`src/rtl/cpwm_pkg.sv`:
```
package cpwm_pkg;
  // slope of the triangle the counter is currently tracing
  typedef enum logic {
    SLOPE_UP   = 1'b0,
    SLOPE_DOWN = 1'b1
  } slope_e;
endpackage

```
`src/rtl/cpwm_counter.sv`:
```
module cpwm_counter
  import cpwm_pkg::*;
#(
  parameter int CNT_W = 16
) (
  input  logic             clk,
  input  logic             rst_n,
  input  logic             en,
  input  logic [CNT_W-1:0] per_act,
  input  logic             at_peak,
  output logic [CNT_W-1:0] count,
  output logic             rising,
  output logic             at_valley,
  output logic             peak_irq,
  output logic             valley_irq
);

  localparam logic [CNT_W-1:0] ONE = {{(CNT_W-1){1'b0}}, 1'b1};

  logic [CNT_W-1:0] cnt_q, cnt_d;
  slope_e           dir_q, dir_d;
  logic             peak_q, peak_d;
  logic             vly_q, vly_d;
  logic             at_zero;

  assign at_zero = (cnt_q == '0);

  // next-state: triangle walk
  always_comb begin
    cnt_d = cnt_q;
    dir_d = dir_q;
    if (!en) begin
      cnt_d = '0;
      dir_d = SLOPE_UP;
    end else if (dir_q == SLOPE_UP) begin
      if (cnt_q >= per_act) begin
        dir_d = SLOPE_DOWN;
        cnt_d = at_zero ? '0 : cnt_q - ONE;
      end else begin
        cnt_d = cnt_q + ONE;
      end
    end else begin
      if (at_zero) begin
        dir_d = SLOPE_UP;
        cnt_d = (per_act == '0) ? '0 : ONE;
      end else begin
        cnt_d = cnt_q - ONE;
      end
    end
    peak_d = en && at_peak;
    vly_d  = en && at_zero;
  end

  always_ff @(posedge clk or negedge rst_n) begin
    if (!rst_n) begin
      cnt_q  <= '0;
      dir_q  <= SLOPE_UP;
      peak_q <= 1'b0;
      vly_q  <= 1'b0;
    end else begin
      cnt_q  <= cnt_d;
      dir_q  <= dir_d;
      peak_q <= peak_d;
      vly_q  <= vly_d;
    end
  end

  // peak and valley both belong to the falling half
  assign rising     = en && (dir_q == SLOPE_UP) && !at_peak && !at_zero;
  assign at_valley  = at_zero;
  assign count      = cnt_q;
  assign peak_irq   = peak_q;
  assign valley_irq = vly_q;

  AST_CNT_BOUND: assert property (@(posedge clk) disable iff (!rst_n)
    en |-> (cnt_q <= per_act));

  AST_CNT_STEP: assert property (@(posedge clk) disable iff (!rst_n)
    en |=> (!en || (cnt_q == $past(cnt_q) + ONE) || (cnt_q == $past(cnt_q) - ONE)
            || ((cnt_q == '0) && ($past(cnt_q) == '0))));

  AST_DIS_ZERO: assert property (@(posedge clk) disable iff (!rst_n)
    !en |=> (cnt_q == '0));

  AST_PEAK_VALLEY_EXCL: assert property (@(posedge clk) disable iff (!rst_n)
    ($past(per_act) != '0) |-> !(peak_q && vly_q));

endmodule

```
`src/rtl/cpwm_slot.sv`:
```
module cpwm_slot #(
  parameter int CNT_W = 16
) (
  input  logic             clk,
  input  logic             rst_n,
  input  logic             we,
  input  logic [CNT_W-1:0] wdata,
  input  logic             load,
  input  logic [CNT_W-1:0] count,
  output logic [CNT_W-1:0] act,
  output logic             hit
);

  logic [CNT_W-1:0] buf_q, buf_d;
  logic [CNT_W-1:0] act_q, act_d;

  always_comb begin
    buf_d = we   ? wdata : buf_q;
    act_d = load ? buf_q : act_q;
  end

  always_ff @(posedge clk or negedge rst_n) begin
    if (!rst_n) begin
      buf_q <= '0;
      act_q <= '0;
    end else begin
      buf_q <= buf_d;
      act_q <= act_d;
    end
  end

  assign act = act_q;
  assign hit = (count == act_q);

  AST_LOAD_AT_VALLEY: assert property (@(posedge clk) disable iff (!rst_n)
    (act_q != $past(act_q)) |-> ($past(count) == '0));

endmodule

```
`src/rtl/cpwm_duty_ff.sv`:
```
module cpwm_duty_ff (
  input  logic clk,
  input  logic rst_n,
  input  logic en,
  input  logic hit,
  input  logic rising,
  input  logic active_low,
  output logic pos,
  output logic neg
);

  logic ff_q, ff_d;

  always_comb begin
    ff_d = ff_q;
    if (!en) begin
      ff_d = 1'b0;
    end else if (hit && rising) begin
      ff_d = 1'b1;
    end else if (hit) begin
      ff_d = 1'b0;
    end
  end

  always_ff @(posedge clk or negedge rst_n) begin
    if (!rst_n) begin
      ff_q <= 1'b0;
    end else begin
      ff_q <= ff_d;
    end
  end

  assign pos = ff_q ^ active_low;
  assign neg = (!ff_q) ^ active_low;

  AST_IDLE_WHEN_OFF: assert property (@(posedge clk) disable iff (!rst_n)
    !en |=> ((pos == active_low) && (neg != active_low)));

endmodule

```
`src/rtl/cpwm_timer.sv`:
```
module cpwm_timer #(
  parameter int CNT_W  = 16,
  parameter int N_DUTY = 3,
  parameter int N_IRQ  = 2
) (
  input  logic              clk,
  input  logic              rst_n,
  input  logic              en,
  input  logic              active_low,
  input  logic [CNT_W-1:0]  wdata,
  input  logic              per_we,
  input  logic [N_DUTY+N_IRQ-1:0] cmp_we,
  output logic [CNT_W-1:0]  count,
  output logic [N_DUTY-1:0] pwm_pos,
  output logic [N_DUTY-1:0] pwm_neg,
  output logic [N_DUTY+N_IRQ-1:0] cmp_irq,
  output logic              peak_irq,
  output logic              valley_irq
);

  localparam int N_CH = N_DUTY + N_IRQ;

  // reset: asserted asynchronously, released on the clock
  logic [1:0] rst_sync_q;
  logic       rst_int_n;

  always_ff @(posedge clk or negedge rst_n) begin
    if (!rst_n) begin
      rst_sync_q <= 2'b00;
    end else begin
      rst_sync_q <= {rst_sync_q[0], 1'b1};
    end
  end
  assign rst_int_n = rst_sync_q[1];

  logic [CNT_W-1:0] cnt;
  logic [CNT_W-1:0] per_act;
  logic             at_peak;
  logic             at_valley;
  logic             rising;
  logic [CNT_W-1:0] cmp_act [N_CH];
  logic [N_CH-1:0]  hit;
  logic [N_CH-1:0]  irq_q, irq_d;

  cpwm_slot #(.CNT_W(CNT_W)) u_per (
    .clk   (clk),
    .rst_n (rst_int_n),
    .we    (per_we),
    .wdata (wdata),
    .load  (at_valley),
    .count (cnt),
    .act   (per_act),
    .hit   (at_peak)
  );

  cpwm_counter #(.CNT_W(CNT_W)) u_cnt (
    .clk        (clk),
    .rst_n      (rst_int_n),
    .en         (en),
    .per_act    (per_act),
    .at_peak    (at_peak),
    .count      (cnt),
    .rising     (rising),
    .at_valley  (at_valley),
    .peak_irq   (peak_irq),
    .valley_irq (valley_irq)
  );

  for (genvar g = 0; g < N_CH; g++) begin : g_ch
    cpwm_slot #(.CNT_W(CNT_W)) u_slot (
      .clk   (clk),
      .rst_n (rst_int_n),
      .we    (cmp_we[g]),
      .wdata (wdata),
      .load  (at_valley),
      .count (cnt),
      .act   (cmp_act[g]),
      .hit   (hit[g])
    );

    if (g < N_DUTY) begin : g_pin
      cpwm_duty_ff u_ff (
        .clk        (clk),
        .rst_n      (rst_int_n),
        .en         (en),
        .hit        (hit[g]),
        .rising     (rising),
        .active_low (active_low),
        .pos        (pwm_pos[g]),
        .neg        (pwm_neg[g])
      );

      AST_NO_SET_HIGH_CMP: assert property (@(posedge clk) disable iff (!rst_int_n)
        (!active_low && !$past(active_low) && $rose(pwm_pos[g]))
        |-> (($past(cmp_act[g]) < $past(per_act)) && ($past(cmp_act[g]) != '0)));
    end

    AST_IRQ_MATCH: assert property (@(posedge clk) disable iff (!rst_int_n)
      irq_q[g] |-> ($past(cnt) == $past(cmp_act[g])));
  end

  always_comb begin
    irq_d = en ? hit : '0;
  end

  always_ff @(posedge clk or negedge rst_int_n) begin
    if (!rst_int_n) begin
      irq_q <= '0;
    end else begin
      irq_q <= irq_d;
    end
  end

  assign cmp_irq = irq_q;
  assign count   = cnt;

endmodule

```
`config.mk`:
```
export PLATFORM = sky130hd
export DESIGN_NAME = cpwm_timer
export DESIGN_NICKNAME = d
export VERILOG_FILES = /design/src/rtl/cpwm_pkg.sv /design/src/rtl/cpwm_counter.sv /design/src/rtl/cpwm_slot.sv /design/src/rtl/cpwm_duty_ff.sv /design/src/rtl/cpwm_timer.sv
export SDC_FILE = /design/constraint.sdc
export NUM_CORES = 1
export LEC_CHECK = 0
export CORE_ASPECT_RATIO = 1.2
export CORE_MARGIN = 3
export CORE_UTILIZATION = 30
export CTS_CLUSTER_DIAMETER = 80
export DETAILED_ROUTE_END_ITERATION = 10
export DONT_BUFFER_PORTS = 1
export PLACE_DENSITY = 0.51
export REMOVE_ABC_BUFFERS = 1
export SYNTH_ARGS = -nofsm -noshare
export SYNTH_HDL_FRONTEND = slang
export SYNTH_SLANG_ARGS = --single-unit
```
`constraint.sdc`:
```
create_clock -name clk -period 6.3 [get_ports clk]
set_input_delay 0.315 -clock clk [delete_from_list [all_inputs] [get_ports clk]]
set_output_delay 0.315 -clock clk [all_outputs]
set_load 0.01 [all_outputs]
```
After elaboration in Yosys (flattened, before gate mapping)
Cells that the tools add are included.
- reductions and logical operators: 15
- add/sub/neg operators: 2
- magnitude comparators: 1
- bitwise gates (word level): 7
- equal/unequal tests: 9
- mux-type cells: 20
- operator list (kind ; count):
    16-bit == test ; 6
    16-bit 2-to-1 mux ; 5
    16-bit zero test ; 2
    16-bit by 1-bit adder with 16-bit output, second input constant ; 1
    16-bit greater-or-equal comparator ; 1
    16-bit by 1-bit subtractor with 16-bit output, second input constant ; 1
    1-bit 2-to-1 mux ; 14
    3-bit by 1-bit != test with 1-bit output, second input constant ; 3
    1-bit logical AND ; 8
    1-bit bitwise XOR ; 6
    1-bit zero test ; 5
    5-bit 2-to-1 mux ; 1
    1-bit inverter ; 1
- input bits: 26
- bits in registers: 221
- word-level logic and storage cells: 75

Depth between registers and ports, before layout
Gate-level depths: netlist of the first run.
- depth in word-level cells: 7
- depth in mapped cells: 11

Modules after synthesis
From an unflattened synthesis of the first run, not the netlist that was laid out.
- cell total of the unflattened synthesis: 795
- area total of the unflattened synthesis: 10984.3 µm²
- by module, submodules not included (module ; instances ; cells each ; area each (µm²)):
    cpwm_slot ; 6 ; 89 ; 1458.9
    cpwm_counter ; 1 ; 233 ; 1859.3
    cpwm_timer ; 1 ; 13 ; 210.2
    cpwm_duty_ff ; 3 ; 5 ; 53.8

Least setup slack after synthesis of the first run
Ideal clock, no wire load.
- path kind: reg-to-reg
- start point: register u_cnt.cnt_q[0] (netlist: u_cnt.count[0])
- end point: register u_cnt.cnt_q[3] (netlist: u_cnt.count[3])
- arrival time: 2698 ps
- library setup time: 86 ps
- cell stages (with the launch flop): 10
- path buffers: 2
- path slack: 3517 ps
- cells stage by stage: dfrtp_1 -> clkbuf_1 -> inv_1 -> ha_1 -> and4_1 -> o31a_1 -> or4_4 -> buf_6 -> o31a_1 -> a32oi_1
- cells in the longest elaborated chain, start to end: 5
- elaborated cells between the ends (all ways): 9
- classes of those cells: add/sub (2); order compare (1); mux (5); reduce/logical (1)
- ends and longest elaborated chain (item ; line ; RTL):
    start: declaration ; cpwm_counter.sv:20 ; logic [CNT_W-1:0] cnt_q, cnt_d;
    start signal: assignment ; cpwm_counter.sv:61 ; cnt_q <= cnt_d;
    16-bit by 1-bit subtractor with 16-bit output or 16-bit zero test (tied branches) ; cpwm_counter.sv:38, cpwm_counter.sv:47, cpwm_counter.sv:26 ;
    16-bit 2-to-1 mux ; cpwm_counter.sv:38 ; cnt_d = at_zero ? '0 : cnt_q - ONE;
    16-bit 2-to-1 mux ; cpwm_counter.sv:36 ; if (cnt_q >= per_act) begin
    16-bit 2-to-1 mux * ; cpwm_counter.sv:35 ; end else if (dir_q == SLOPE_UP) begin
    16-bit 2-to-1 mux * ; cpwm_counter.sv:32 ; if (!en) begin
    net u_cnt.cnt_d[3] ; cpwm_counter.sv:20 ;
Mark *: on every way through the listed nets, which the timed path passes. The rest lies on a longest branch.
A chain may end at the register's enable or synchronous reset.

Worst setup path after layout of the first run
- start point: register u_cnt.cnt_q[11] (netlist: u_cnt.count[11])
- end point: register u_cnt.cnt_q[0] (netlist: u_cnt.count[0])
- cells in the longest elaborated chain, start to end: 5
- elaborated cells between the ends (all ways): 7
- classes of those cells: order compare (1); mux (5); reduce/logical (1)
- ends and longest elaborated chain (item ; line):
    branches (longest 3 deep; another with 16-bit greater-or-equal comparator) ; -
    16-bit 2-to-1 mux * ; cpwm_counter.sv:35
    16-bit 2-to-1 mux * ; cpwm_counter.sv:32
    net u_cnt.cnt_d[0] ; cpwm_counter.sv:20
Mark *: on every way through the listed nets, which the timed path passes.

==> results of run 1 <==
cell type report:
cell class	instances	area, um^2
Fill cell	3362	21800
Sequential cell	221	5530
Multi-Input combinational cell	662	4310
Clock buffer	34	698
Tap cell	450	563
Timing Repair Buffer	43	420
Clock inverter	10	95.1
Inverter	24	90.1
Antenna cell	3	7.51
flip-flops by register name, summed over array words and instances (netlist names):
name,cells
cmp_irq,5
g_ch.g_pin.u_ff.ff_q,3
g_ch.u_slot.act,80
g_ch.u_slot.buf_q,80
rst_sync_q,2
u_cnt.count,16
u_cnt.dir_q,1
u_cnt.peak_irq,1
u_cnt.valley_irq,1
u_per.act,16
u_per.buf_q,16
what timing repair did:
action | 4_1_cts | 5_1_grt
endpoints found under the hold margin | 110 | 0
hold buffers | 30 | 0
buffers inserted | 0 | 0
how the worst max path moves through the flow:
stage,start,to,slack [ns]
after floorplan,rst_sync_q[1],cmp_irq[0],-0.31
after global placement,u_cnt.count[11],u_cnt.count[0],2.82
after detailed placement,u_cnt.count[11],u_cnt.count[0],2.78
after CTS,u_cnt.count[11],u_cnt.count[0],2.77
after global routing,u_cnt.count[11],u_cnt.count[0],2.56
final,u_cnt.count[11],u_cnt.count[0],2.75
kinds of logic (layout without fill, tap and decap cells):
kind of cell,after synthesis,in the layout,synth area share
AOI/OAI and AO/OA,58,58,0.0354
xor gates and xnor gates,88,88,0.0746
adders and majority gates,18,18,0.0218
buffers and inverters,93,111,0.0483
DFF,221,221,0.535
muxes,101,101,0.109
other,1,4,0.000363
and+or+nand+nor,396,396,0.175
metrics by stage:
step / setup WS (ns) / std cells
final: 2.75 / 1447
after global routing: 2.56 / 1447
after CTS: 2.77 / 1444
after detailed placement: 2.78 / 1370
after global placement: 2.82 / 1370
after floorplan: -0.315 / 907
where the power goes:
part | switching, mW | internal [mW] | total (mW)
clock network | 0.582 | 0.817 | 1.40
registers | 0.381 | 1.82 | 2.20
logic | 1.13 | 0.732 | 1.87
cells in the final DEF, fill, tap and decap left out, types with 16 or more instances in the layout:
| cell | netlist | layout |
|---|---|---|
| clkbuf_16 | 0 | 24 |
| nand4_1 | 29 | 29 |
| o21ai_0 | 22 | 22 |
| xor2_1 | 38 | 38 |
| nor4_1 | 19 | 19 |
| nand2_1 | 265 | 265 |
| xnor2_1 | 50 | 50 |
| dfrtp_1 | 221 | 220 |
| nor3_1 | 16 | 16 |
| ha_1 | 18 | 18 |
| mux2_2 | 96 | 96 |
| nand3_1 | 19 | 19 |
| inv_1 | 24 | 24 |
| dlygate4sd3_1 | 0 | 29 |
worst max-delay path: cells and delay by family (launching register included):
family / cells / cell delay [ns]
and+or+nand+nor: 4 / 1.46
buffers and inverters: 2 / 1.14
DFF: 1 / 0.67
AOI/OAI and AO/OA: 1 / 0.16
layer usage:
metal / part of all wire / global-route usage / up-vias
li1: - / - / 3279
met1: 0.42 / 0.202 / 3563
met2: 0.50 / 0.269 / 165
met3: 0.050 / 0.0280 / 39
met4: 0.026 / 0.0438 / 2
met5: 0.00046 / 0 / -
==> flow_metrics.tcl, run 1 <==
set metrics [dict create \
    synth_cell_types 49 \
    yosysMostFrequentCell "nand2_1" \
    cts_resized 0 \
    drive_gt1_frac 0.160 \
    whs_ns 0.0230 \
    hpwl_um 18100 \
    leakagePower_nw 5.26 \
    start_util 0.308 \
    drv_cap 0 \
    rows 73 \
    cts_inserted_buffers 24 \
    worst_pin_slew_ns 1.10 \
    cp_data_required_time_ns 6.76 \
    ys_top_cells_by_area "dfrtp_1 54%, mux2_2 10%, nand2_1 9.6%" \
    synth.top_cell.area_share 0.535 \
    via_per_inst 4.87 \
    reg2reg_slack_ns 2.75 \
    r2r-start "u_cnt.count[11]" \
    status "complete, no violations" \
    clockRootBuffer "clkbuf_16" \
    period_share 0.564 \
    io_buffers 0 \
    synth-seq-cells 221 \
    netlist_instances 976 \
    final-hold-violation-count 0 \
    min_from "en" \
    antenna_found_initial 4 \
    cp-start-kind "flop" \
    cp.arrival_ns 4.01 \
    setup_violations 0 \
    dieArea_mm2 0.0367 \
    power_density_mw_per_mm2 466 \
    fin_crit_ns 3.55 \
    async_flop_share 1.00 \
    cts_buffer_depth 3 \
    critPathCaptureType "flop" \
    via_count 7048 \
    yosys-top-cells-count "265 x nand2_1, 221 x dfrtp_1, 96 x mux2_2" \
    critPathKind "flop to flop" \
    drtPass1Iterations 5 \
    vdd_drop_max_uv 214 \
    cts_tree "done" \
    grt_pass1_wl_um 44500 \
    wl_per_cell_um 19.7 \
    cts_max_level 1 \
    clock.fmax_mhz 282 \
    synth_edf_count 0 \
    syn_to_final_growth_pct 13.5 \
    core_area_mm2 0.0335 \
    synth_seq_area_share 0.535 \
    route.antenna.remaining_nets 0 \
    die_y_um 209 \
    fin_setup_tns_ns 0 \
    rsz0062_at_grt "false" \
    rr_worst_depth 7 \
    path_cells "or4_4, or3b_4, nor2_4, buf_4, buf_4, nand3_1, a21oi_1" \
    cp_common_cell "buf_4" \
    hold_path_end "u_cnt.count[7]" \
    slowest_delay_ns 0.71 \
    hp-class "primary input to flop" \
    r2r_end "u_cnt.count[0]" \
    synth.cell_area_mm2 0.0103 \
    grt_max_degree 183 \
    io_pins 55 \
    synth_top_area_cell "dfrtp_1" \
    clock-sinks 221 \
    hold_depth 2 \
    avgSynthCellArea_um2 10.6 \
    finalClockSkew_ns 0.0210 \
    die_w_um 175 \
    totalWireLength_um 28600 \
    clock_latency_ns 0.53 \
    critPathMaxFanout 77 \
    placed_area_mm2 0.0106 \
    grt_pass1_vias 7267 \
    drv_slew 0 \
    final_cell_area_mm2 0.0117 \
    first_iter_violations 552 \
    slowest_stage "buf_4" \
    clkTransAtPathRegs_ns 0.06 \
    grtUsageTotal 0.156 \
    max_slew_margin 0.262 \
    layout.nets 1020 \
    gp_congestion 0.829 \
    fin_util 0.350 \
    ys.flop_type "dfrtp_1" \
    grt.overflow.total 0 \
    yosys_warnings 0 \
    route.detailed.drc 0 \
    p_total_mw 5.46 \
]
(Power assumes the default switching activity.)
==> inputs of run 2 (changes only) <==
--- a/config.mk
+++ b/config.mk
@@ -11,7 +11,7 @@
 export CTS_CLUSTER_DIAMETER = 80
 export DETAILED_ROUTE_END_ITERATION = 10
 export DONT_BUFFER_PORTS = 1
-export PLACE_DENSITY = 0.51
+export PLACE_DENSITY = 0.5
 export REMOVE_ABC_BUFFERS = 1
 export SYNTH_ARGS = -nofsm -noshare
 export SYNTH_HDL_FRONTEND = slang
==> constraint.sdc (replaced) <==
create_clock -name clk -period 3.3 [get_ports clk]
set_input_delay 0.165 -clock clk [delete_from_list [all_inputs] [get_ports clk]]
set_output_delay 0.165 -clock clk [all_outputs]
set_load 0.01 [all_outputs]
==> run 2 against run 1 <==
Against the previous run:
- setup slack lost 2.2 ns
- via count rose by 0.65%
- worst hold slack about the same
- cell count up 0.76%
- count of clock-buffer cells in the layout down 3
- die area stayed put
- non-clock buffer count increased by 17
- final area is 1.8% higher
- critical endpoint is now u_cnt.count[3]
- routed wire length increased by 2.2%
- clock power is 110% higher
- total power up 98%
- highest routed layer unchanged
==> flow_metrics.tcl, run 2 (same netlist as run 1, synthesis figures left out) <==
set metrics [dict create \
    critPathKind "flop to flop" \
    grt_pass1_wl_um 45400 \
    placed_area_mm2 0.0108 \
    grtUsageTotal 0.160 \
    cp.arrival_ns 3.20 \
    grt.overflow.total 0 \
    totalWireLength_um 29200 \
    wl_per_cell_um 20.0 \
    rows 73 \
    clock_latency_ns 0.51 \
    die_y_um 209 \
    finalClockSkew_ns 0.00814 \
    gp_congestion 0.894 \
    io_buffers 0 \
    slowest_stage "dfrtp_1" \
    hp-class "primary input to flop" \
    fin_crit_ns 2.78 \
    drtPass1Iterations 5 \
    via_count 7094 \
    grt_pass1_vias 7482 \
    clock-sinks 221 \
    io_pins 55 \
    cp_data_required_time_ns 3.73 \
    cts_inserted_buffers 24 \
    place_inst 1386 \
    fin_setup_tns_ns 0 \
    cts_max_level 1 \
    status "complete, no violations" \
    clkTransAtPathRegs_ns 0.06 \
    critPathMaxFanout 9 \
    layout_common_cells "265 x nand2_1, 220 x dfrtp_1, 96 x mux2_2" \
    critPathBufInv 1 \
    drv_slew 0 \
    final-hold-violation-count 0 \
    grt_max_degree 88 \
    start_util 0.308 \
    fin_util 0.356 \
    period_share 0.842 \
    worst_pin_slew_ns 1.09 \
    leakagePower_nw 5.39 \
    final_cell_area_mm2 0.0119 \
    syn_to_final_growth_pct 15.4 \
    final_common_cell "nand2_1" \
    drive_gt1_frac 0.171 \
    stdcell_count 1458 \
    via_per_inst 4.87 \
    clock.fmax_mhz 360 \
    cts_buffer_depth 3 \
    hpwl_um 18900 \
    route.detailed.drc 0 \
    cts_resized 0 \
    critPathCaptureType "flop" \
    rsz0062_at_grt "false" \
    route.antenna.remaining_nets 0 \
    drv_cap 0 \
    setup_violations 0 \
    power_density_mw_per_mm2 908 \
    core_area_mm2 0.0335 \
    path_cells "ha_1, nand4_1, nor3_1, o31a_1, nor4_4, buf_4, or4_1, a32oi_1" \
    max_slew_margin 0.269 \
    cts_tree "done" \
    dieArea_mm2 0.0367 \
    slowest_delay_ns 0.54 \
    layout.nets 1037 \
    crit_family "simple AND/OR/NAND/NOR gates" \
    first_iter_violations 424 \
    die_w_um 175 \
    clockRootBuffer "clkbuf_16" \
    antenna_found_initial 2 \
    cp-start-kind "flop" \
    vdd_drop_max_uv 415 \
]
==> run 2: path summary, 6_finish.rpt <==
kind / cells after the start / slack, ns / to / startpoint
max: 8 / 0.52 / u_cnt.count[3] / u_cnt.count[11]
min: 2 / 0.02 / g_ch[1].u_slot.buf_q[5] / cmp_we[1]
max reg2reg: 8 / 0.52 / u_cnt.count[3] / u_cnt.count[11]
max in group asynchronous: 1 / 1.86 / cmp_irq[1] / rst_sync_q[1]
min in group asynchronous: 0 / 0.41 / g_ch[4].u_slot.buf_q[13] / rst_sync_q[1]
min reg2reg: 0 / 0.35 / rst_sync_q[1] / rst_sync_q[0]
==> run 2: worst reg2reg max path, cell delays in order, from the launching register on <==
cell,delay [ns]
dfrtp_1,0.54
ha_1,0.40
nand4_1,0.14
nor3_1,0.35
o31a_1,0.28
nor4_4,0.11
buf_4,0.22
or4_1,0.49
a32oi_1,0.15
==> run 2: cell type report <==
| cell class | instances | area [um^2] |
|---|---|---|
| diodes | 1 | 2.50 |
| clock buffers | 31 | 678 |
| clock inverters | 9 | 170 |
| fillers | 3397 | 21600 |
| inverters | 24 | 90.1 |
| multi-input cells | 662 | 4310 |
| flip-flops and latches | 221 | 5530 |
| well taps | 450 | 563 |
| repair buffers | 60 | 576 |
==> run 2: power by group <==
group / switching [mW] / total [mW] / leakage [nW] / internal (mW)
registers: 0.558 / 4.03 / 2.71 / 3.47
clock network: 1.08 / 2.91 / 0.420 / 1.83
logic: 2.38 / 3.88 / 2.26 / 1.50
total: 4.02 / 10.8 / 5.39 / 6.80
==> run 2: what timing repair did <==
| action | in CTS | in global routing |
|---|---|---|
| buffers inserted | 0 | 0 |
| hold buffers | 31 | 0 |
| endpoints found under the hold margin | 111 | 0 |
==> run 2: routing by layer <==
metal | track usage | vias up | wire [um]
met1 | 0.203 | 3587 | 12600
li1 | - | 3307 | -
met2 | 0.269 | 142 | 14100
met3 | 0.0297 | 56 | 1340
met4 | 0.0617 | 2 | 1120
met5 | 0 | - | 13
==> run 2: metrics by stage <==
step	total power, mW	hold slack (ns)	setup WS (ns)
floorplan	6.50	-0.131	-3.31
finish	10.8	0.0225	0.522
detailed placement	7.90	-0.131	0.515
CTS	11.0	0.00144	0.504
global route	11.5	0.00767	0.373
global placement	7.86	-0.131	0.527
